### config.mk
export PLATFORM = sky130hd
export DESIGN_NAME = exc_vector_regs
export DESIGN_NICKNAME = d
export VERILOG_FILES = /design/src/rtl/exc_vec_pkg.sv /design/src/rtl/exc_offset_bank.sv /design/src/rtl/exc_capture_reg.sv /design/src/rtl/exc_vector_regs.sv
export SDC_FILE = /design/constraint.sdc
export NUM_CORES = 1
export LEC_CHECK = 0
export CAP_MARGIN = 10
export CORE_MARGIN = 2
export CORE_UTILIZATION = 36
export DETAILED_ROUTE_END_ITERATION = 16
export DONT_BUFFER_PORTS = 1
export HOLD_SLACK_MARGIN = 0.06
export PLACE_DENSITY = 0.57
export SLEW_MARGIN = 0
export SYNTH_ARGS = -nofsm -noshare
export SYNTH_HDL_FRONTEND = slang
export SYNTH_SLANG_ARGS = --single-unit
### constraint.sdc
create_clock -name clk -period 4.3 [get_ports clk]
set_input_delay 0.645 -clock clk [delete_from_list [all_inputs] [get_ports clk]]
set_output_delay 0.645 -clock clk [all_outputs]
set_load 0.01 [all_outputs]
### src/rtl/exc_vec_pkg.sv
// Package: shared sizes and register numbers of the exception register bank.
// Assumes big-endian field bounds have already been mapped to [31:0] indices.
package exc_vec_pkg;
    localparam int unsigned XLEN      = 32;
    localparam int unsigned NUM_W     = 5;
    localparam int unsigned N_OFS     = 16;
    localparam int unsigned OFS_LSB   = 4;
    localparam int unsigned OFS_MSB   = 15;
    localparam int unsigned PFX_LSB   = 16;
    localparam int unsigned REG_PFX   = 16;
    localparam int unsigned REG_FAULT = 17;
    localparam int unsigned REG_MCSV  = 18;
endpackage

### src/rtl/exc_offset_bank.sv
// Module: sixteen handler offset registers, each storing only its aligned field.
// Provides one software read port and one interrupt-type select port.
// Assumes wr_idx is valid only while wr_en is high.
module exc_offset_bank #(
    parameter int unsigned XLEN    = 32,
    parameter int unsigned N_OFS   = 16,
    parameter int unsigned OFS_LSB = 4,
    parameter int unsigned OFS_MSB = 15
) (
    input  logic                      clk,
    input  logic                      rst_n,
    input  logic                      wr_en,
    input  logic [$clog2(N_OFS)-1:0]  wr_idx,
    input  logic [XLEN-1:0]           wr_data,
    input  logic [$clog2(N_OFS)-1:0]  rd_idx,
    output logic [XLEN-1:0]           rd_data,
    input  logic [$clog2(N_OFS)-1:0]  sel_idx,
    output logic [XLEN-1:0]           sel_ofs
);
    localparam int unsigned IDX_W = $clog2(N_OFS);
    localparam int unsigned OFS_W = OFS_MSB - OFS_LSB + 1;

    logic [OFS_W-1:0] ofs_q [N_OFS];

    for (genvar k = 0; k < N_OFS; k++) begin : g_ofs
        // Holds one offset field; loaded on a matching software write.
        always_ff @(posedge clk) begin
            if (!rst_n)
                ofs_q[k] <= '0;
            else if (wr_en && wr_idx == IDX_W'(k))
                ofs_q[k] <= wr_data[OFS_MSB:OFS_LSB];
        end

        AST_OFS_WRITE_LANDS: assert property (@(posedge clk) disable iff (!rst_n)
            (wr_en && wr_idx == IDX_W'(k)) |=> (ofs_q[k] == $past(wr_data[OFS_MSB:OFS_LSB])));
    end

    // Software read path: field placed in position, all other bits zero.
    always_comb begin
        rd_data = '0;
        rd_data[OFS_MSB:OFS_LSB] = ofs_q[rd_idx];
    end

    // Interrupt select path: same placement for the handler address.
    always_comb begin
        sel_ofs = '0;
        sel_ofs[OFS_MSB:OFS_LSB] = ofs_q[sel_idx];
    end
endmodule

### src/rtl/exc_capture_reg.sv
// Module: full-width register written by software or captured by a hardware event.
// The hardware capture takes precedence when both occur in one cycle.
module exc_capture_reg #(
    parameter int unsigned XLEN = 32
) (
    input  logic            clk,
    input  logic            rst_n,
    input  logic            sw_we,
    input  logic [XLEN-1:0] sw_data,
    input  logic            hw_we,
    input  logic [XLEN-1:0] hw_data,
    output logic [XLEN-1:0] q
);
    // Storage with hardware-over-software priority.
    always_ff @(posedge clk) begin
        if (!rst_n)
            q <= '0;
        else if (hw_we)
            q <= hw_data;
        else if (sw_we)
            q <= sw_data;
    end

    AST_HW_CAPTURE_WINS: assert property (@(posedge clk) disable iff (!rst_n)
        hw_we |=> (q == $past(hw_data)));
    AST_SW_WRITE_LANDS: assert property (@(posedge clk) disable iff (!rst_n)
        (sw_we && !hw_we) |=> (q == $past(sw_data)));
    AST_IDLE_HOLDS: assert property (@(posedge clk) disable iff (!rst_n)
        (!sw_we && !hw_we) |=> $stable(q));
endmodule

### src/rtl/exc_vector_regs.sv
// Module: top of the exception register bank. It decodes the move-to/move-from
// register number, holds the vector prefix, builds the handler address and
// drives the machine-check restore word. Reset is synchronous, active-low.
module exc_vector_regs
    import exc_vec_pkg::*;
(
    input  logic             clk,
    input  logic             rst_n,
    input  logic             sw_we,
    input  logic [NUM_W-1:0] sw_num,
    input  logic [XLEN-1:0]  sw_wdata,
    output logic [XLEN-1:0]  sw_rdata,
    input  logic [3:0]       int_type,
    output logic [XLEN-1:0]  vec_addr,
    input  logic             dfault_valid,
    input  logic [XLEN-1:0]  dfault_addr,
    input  logic             mchk_take,
    input  logic [XLEN-1:0]  msr_in,
    input  logic             mchk_return,
    output logic [XLEN-1:0]  msr_restore,
    output logic             msr_restore_valid
);
    localparam int unsigned IDX_W = $clog2(N_OFS);
    localparam int unsigned PFX_W = XLEN - PFX_LSB;

    logic            ofs_hit, pfx_hit, fault_hit, mcsv_hit;
    logic [XLEN-1:0] ofs_rd, ofs_sel, fault_q, mcsv_q;
    logic [PFX_W-1:0] pfx_q;

    // Register-number decode for writes and reads.
    always_comb begin
        ofs_hit   = (sw_num < NUM_W'(N_OFS));
        pfx_hit   = (sw_num == NUM_W'(REG_PFX));
        fault_hit = (sw_num == NUM_W'(REG_FAULT));
        mcsv_hit  = (sw_num == NUM_W'(REG_MCSV));
    end

    exc_offset_bank #(
        .XLEN(XLEN), .N_OFS(N_OFS), .OFS_LSB(OFS_LSB), .OFS_MSB(OFS_MSB)
    ) u_ofs (
        .clk     (clk),
        .rst_n   (rst_n),
        .wr_en   (sw_we && ofs_hit),
        .wr_idx  (sw_num[IDX_W-1:0]),
        .wr_data (sw_wdata),
        .rd_idx  (sw_num[IDX_W-1:0]),
        .rd_data (ofs_rd),
        .sel_idx (int_type[IDX_W-1:0]),
        .sel_ofs (ofs_sel)
    );

    // Prefix register: keeps only the upper half.
    always_ff @(posedge clk) begin
        if (!rst_n)
            pfx_q <= '0;
        else if (sw_we && pfx_hit)
            pfx_q <= sw_wdata[XLEN-1:PFX_LSB];
    end

    exc_capture_reg #(.XLEN(XLEN)) u_fault (
        .clk     (clk),
        .rst_n   (rst_n),
        .sw_we   (sw_we && fault_hit),
        .sw_data (sw_wdata),
        .hw_we   (dfault_valid),
        .hw_data (dfault_addr),
        .q       (fault_q)
    );

    exc_capture_reg #(.XLEN(XLEN)) u_mcsv (
        .clk     (clk),
        .rst_n   (rst_n),
        .sw_we   (sw_we && mcsv_hit),
        .sw_data (sw_wdata),
        .hw_we   (mchk_take),
        .hw_data (msr_in),
        .q       (mcsv_q)
    );

    // Read mux: unimplemented numbers return zero.
    always_comb begin
        if (ofs_hit)        sw_rdata = ofs_rd;
        else if (pfx_hit)   sw_rdata = {pfx_q, {PFX_LSB{1'b0}}};
        else if (fault_hit) sw_rdata = fault_q;
        else if (mcsv_hit)  sw_rdata = mcsv_q;
        else                sw_rdata = '0;
    end

    // Handler address: prefix high half joined with the selected aligned offset.
    always_comb begin
        vec_addr = {pfx_q, ofs_sel[PFX_LSB-1:0]};
    end

    // Restore path toward the machine state logic.
    always_comb begin
        msr_restore       = mcsv_q;
        msr_restore_valid = mchk_return;
    end

    AST_PFX_REACHES_VEC: assert property (@(posedge clk) disable iff (!rst_n)
        (sw_we && pfx_hit) |=> (vec_addr[XLEN-1:PFX_LSB] == $past(sw_wdata[XLEN-1:PFX_LSB])));
    AST_RESTORE_AFTER_TAKE: assert property (@(posedge clk) disable iff (!rst_n)
        mchk_take |=> (msr_restore == $past(msr_in)));
    AST_FAULT_READBACK: assert property (@(posedge clk) disable iff (!rst_n)
        (dfault_valid && $stable(sw_num) && sw_num == NUM_W'(REG_FAULT)) |=> (sw_rdata == $past(dfault_addr)));
endmodule

Yosys cells after proc, flatten, opt, wreduce, memory -nomap -nowiden. Memories as Yosys holds them, arrays and structs flattened. Cells that the tools add are included.

Bits of input ports: 111. Memory bits (read-only): 0. Latch bits: 0. Memories: 1. Bits in writable memories: 192. Output and inout port bits: 97. Register bits: 80. Logic and storage cells: 135.

Multiply operators: 0. Add/sub/neg operators: 0. Shifts and indexed selects: 0. Reductions and logical operators: 23. Div/mod/pow operators: 0. Bitwise operators: 16. $lt $le $gt $ge: 1. Muxes and demuxes: 73. Equal/unequal tests: 18.

Memories: u_ofs.ofs_q (words 16, bits a word 12, rd ports 2, clocked after memory_dff 0, wr ports 16, RTL line exc_offset_bank.sv:23) `logic [OFS_W-1:0] ofs_q [N_OFS];`.

Operator list (number): 2-to-1 mux 32 bit (8); 2-to-1 mux 12 bit (16); 2-to-1 mux 1 bit (49); equality test 4 bit (second input constant) (8); logical AND 1 bit (20); equality test 4 x 3 -> 1 bit (second input constant) (4); bitwise OR 1 bit (16); equality test 5 bit (second input constant) (3); equality test 4 x 2 -> 1 bit (second input constant) (2); < comparator 5 bit (second input constant) (1); equality test 4 x 1 -> 1 bit (second input constant) (1); logical NOT 4 bit (1); nonzero test 2 bit (2).

Logic depth before layout (Yosys ltp).
Word-level depth: 7. Gate-level depth with buffers: 8. Gate-level depth less buffers: 4.

Cells and area by module. A second synthesis with hierarchy kept.

Cell total of the unflattened synthesis: 1176. Area, all modules: 15661.3 µm².

Modules (own cells, without submodules): exc_offset_bank (cells an instance 704, sequential area each 5765.5 µm², times used 1, area an instance 10603.9 µm²); exc_capture_reg (cells an instance 141, sequential area each 640.6 µm², times used 2, area an instance 1778.0 µm²); exc_vector_regs (cells an instance 190, sequential area each 320.3 µm², times used 1, area an instance 1501.4 µm²).

Worst setup path after synthesis. OpenSTA, ideal clock, no wires.

Path kind: input -> register. From: input sw_num[0]. To: memory u_ofs.ofs_q[1][0] (netlist bit), enable pin. Setup time: 0.398 ns. Buffers on the path: 4. Required time: 3.902 ns. Path slack: 1.499 ns. Cell stages on the path: 6. Data arrival time: 2.404 ns. Cell sequence: buf_2 > buf_2 > buf_4 > buf_2 > nand2_1 > o21ai_0.

RTL lines: from (decl) (RTL line exc_vector_regs.sv:10) `input logic [NUM_W-1:0] sw_num,`; to (decl) (RTL line exc_offset_bank.sv:23).

Final worst setup path.
From: input sw_num[4]. To: output sw_rdata[24].

Word-level cells in the longest chain between the ends: 5. Elaborated cells on any way between the ends: 8. Classes of those cells: order compare (1); eq/ne (3); mux (4).

RTL lines: equality test 5 bit (RTL line exc_vector_regs.sv:35) `mcsv_hit = (sw_num == NUM_W'(REG_MCSV));`; 2-to-1 mux 32 bit (RTL line exc_vector_regs.sv:85) `else if (mcsv_hit) sw_rdata = mcsv_q;`; 2-to-1 mux 32 bit (RTL line exc_vector_regs.sv:84) `else if (fault_hit) sw_rdata = fault_q;`; 2-to-1 mux 32 bit (RTL line exc_vector_regs.sv:83) `else if (pfx_hit) sw_rdata = {pfx_q, {PFX_LSB{1'b0}}};`; 2-to-1 mux 32 bit (*) (RTL line exc_vector_regs.sv:82) `if (ofs_hit) sw_rdata = ofs_rd;`; to (decl) (RTL line exc_vector_regs.sv:12) `output logic [XLEN-1:0] sw_rdata,`.

Mark *: on every way between the ends. The rest lies on a longest branch, timed or not.

==> out/summary.txt <==
Status: finished, final reports clean
Simple-Gate Fraction of Synth Area: 12.2%
Comb pwr share: 8.2%
Slew margin rel.: 17.0%
Hold_ws: 0.221 ns
Max-Cap Viols: 0
Element type at the critical path end: output port
Unique masters post-synth: 40
CTS Buffer Depth: 3
Max FO, Critical Path: 26
Synthesis Warnings: 0
Pint: 4.84 mW
First-pass GRT wire length: 63300 um
H-tree lvl count: 1
Core Box Area: 38900 um2
Adder-cell area share of the yosys netlist: 0%
CTS Sinks: 272
Area delta synth->final: 9.46%
#FFs+latches synth: 272
HP Class: in2reg
Vias per inst: 5.70
Initial Util: 36.7%
Slowest CP cell: and3b_1
Worst Clk Skew: 0 ns
CTS Buf Count: 31
Syn Inst Count: 1176
Die Wd: 203 um
Fin crit share: 72.4%
Tmin final: 3.11 ns
Compound-gate portion of the synthesized area: 10.2%
Iteration-0 DRC Markers: 938
Critical path launch point type: input port
Number of nets in the layout: 1227
Sequential power share: 48.5%
PortBufs: 0
Critical path class: in2out
Setup TNS: 0 ns
Post-synth EDFFs: 192
Routed wire length: 43100 um
Root Driver: clkbuf_16
Netlist Area Pre-Place: 14300 um2
CP cell instances: nor2b_1 > and3b_1 > buf_4 > a22oi_1 > a21oi_1
RD Place Congestion: 0.801
Mux contribution to synthesized area: 21.9%
Slew at the pin closest to its max-slew limit: 1.24 ns
Final Max Tran Viols: 0
Initial antenna violation count: 0
Post-CTS Hold Fix Bufs: 0
PwrDens: 404 nW/um2
Detailed-placement wirelength estimate: 29700 um
Post-CTS Setup Bufs: 0
FMAX: 321 MHz
Clk slew on worst S/H paths: 0.06 ns
Mapped Avg Cell Area: 12.1 um2
Xor/xnor cell area share of the yosys netlist: 0%
Final hold vios: 0
Clock tree from TritonCTS: done
CP Data Required Time: 3.65 ns
Via count: 9452
# IOs: 208
Remaining antenna violation count: 0
Data arrival, critical path: 2.47 ns
Layout cells sized above 1: 12.2%
Row count: 72
Final setup fails: 0
Clock network power share: 43.3%
Ys async rst share: 0%
GRT Util Overall: 20.7%
Leak: 5.96 nW
Die area: 41200 um2
Post_cts resized: 0
Sw frac: 23.3%
Register area share after synthesis: 51.6%
Vias in the first global route: 9402
Clk_lat worst skew: 0.57 ns
DRT Pass-1 Iters: 5
Ant. Diodes: 0
RSZ-0062 raised after global routing: false
VDD IR max: 0.000292 V
Largest family of logic cells by synthesized area: multiplexers
Max incr delay on CP: 0.68 ns
Synth Flop Type: edfxtp_1
P_sw: 1.47 mW
DRC viols: 0
Grt ovf: 0
Drt wl/cell: 26.0 um
Height of the die: 203 um
Largest net degree at the start of global routing: 106
Fill count: 3693
final cells by class:
type	count	area (um2)	area share, %
sequential	272	7370	47.2
multi-input combinational	789	6390	40.9
clock buffer	42	911	5.83
tap	518	648	4.15
clock inverter	15	149	0.953
timing repair buffer	19	143	0.913
inverter	3	11.3	0.0721
layer usage:
metal	vias up	track usage, %	routed length, um
li1	4287	-	-
met1	4704	26.5	17500
met2	378	34.2	20800
met3	83	5.01	3370
met4	0	7.06	1510
met5	-	0	0
cells in the final DEF, fill, tap and decap left out, types with 6 or more instances in the layout:
cell type	n
a21oi_1	96
a22oi_1	52
and2_1	193
buf_4	19
clkbuf_16	33
clkinv_1	9
dfxtp_1	80
edfxtp_1	192
mux2i_1	173
mux4_2	61
nand2_1	9
nand3_1	29
nor2_1	28
nor2b_1	20
o21ai_0	64
o21ai_1	6
o21ai_2	8
o22ai_1	22
registers in the layout, indices dropped and copies added (netlist names):
signal       count
pfx_q           16
u_fault.q       32
u_ofs.ofs_q    192
u_mcsv.q        32
synthesized netlist by cell type, types with 9 or more instances:
cell type	number	area, um2
dfxtp_1	80	1600
clkbuf_1	69	259
mux2i_1	173	1730
buf_2	27	135
nor2b_1	20	125
nand3_1	29	145
buf_4	15	113
o21ai_0	78	390
nor2_1	28	105
and2_1	193	1210
nand2_1	9	33.8
edfxtp_1	192	5770
a22oi_1	52	390
mux4_2	61	1370
a21oi_1	96	480
o22ai_1	22	138
stage by stage:
stage | std cells | instance area [um2] | power (mW) | util [%] | setup WS, ns
floorplan | 1179 | 14300 | 3.52 | - | 1.50
global placement | 1600 | 14600 | 3.63 | 37.4 | 1.26
detailed placement | 1600 | 14600 | 3.64 | 37.4 | 1.20
CTS | 1657 | 15600 | 6.35 | 40.1 | 1.20
global route | 1658 | 15600 | 6.50 | 40.1 | 1.11
finish | 1658 | 15600 | 6.31 | 40.1 | 1.19
worst max-delay path, delay by kind of cell:
| family | cells | cell delay [ns] |
|---|---|---|
| AOI/OAI and AO/OA | 2 | 0.40 |
| buffers and inverters | 1 | 0.41 |
| and+or+nand+nor | 2 | 1.01 |
power by group through the flow:
stage	registers [mW]	logic (mW)	clock network, mW
finish	3.06	0.515	2.73
global route	3.07	0.554	2.87
CTS	3.06	0.522	2.77
detailed placement	3.12	0.521	0
global placement	3.11	0.515	0
floorplan	3.07	0.452	0
final timing paths:
path / from / end / slack, ns / cells after the start
worst min register to register: u_fault.q[1]$_SDFFE_PN0P_ / u_fault.q[1]$_SDFFE_PN0P_ / 0.55 / 2
worst max-delay path: sw_num[4] / sw_rdata[24] / 1.19 / 5
worst min-delay path: rst_n / u_mcsv.q[1]$_SDFFE_PN0P_ / 0.22 / 2
worst max register to register: u_mcsv.q[14]$_SDFFE_PN0P_ / u_mcsv.q[14]$_SDFFE_PN0P_ / 3.41 / 2
logic make-up after synthesis:
kind of cell	count (synthesis)
AND/OR/NAND/NOR	295
flip-flops	272
AO/OA/AOI/OAI	255
multiplexers	235
buffers and inverters	118
other	1
Note: power is estimated with default switching activity, not from simulation.
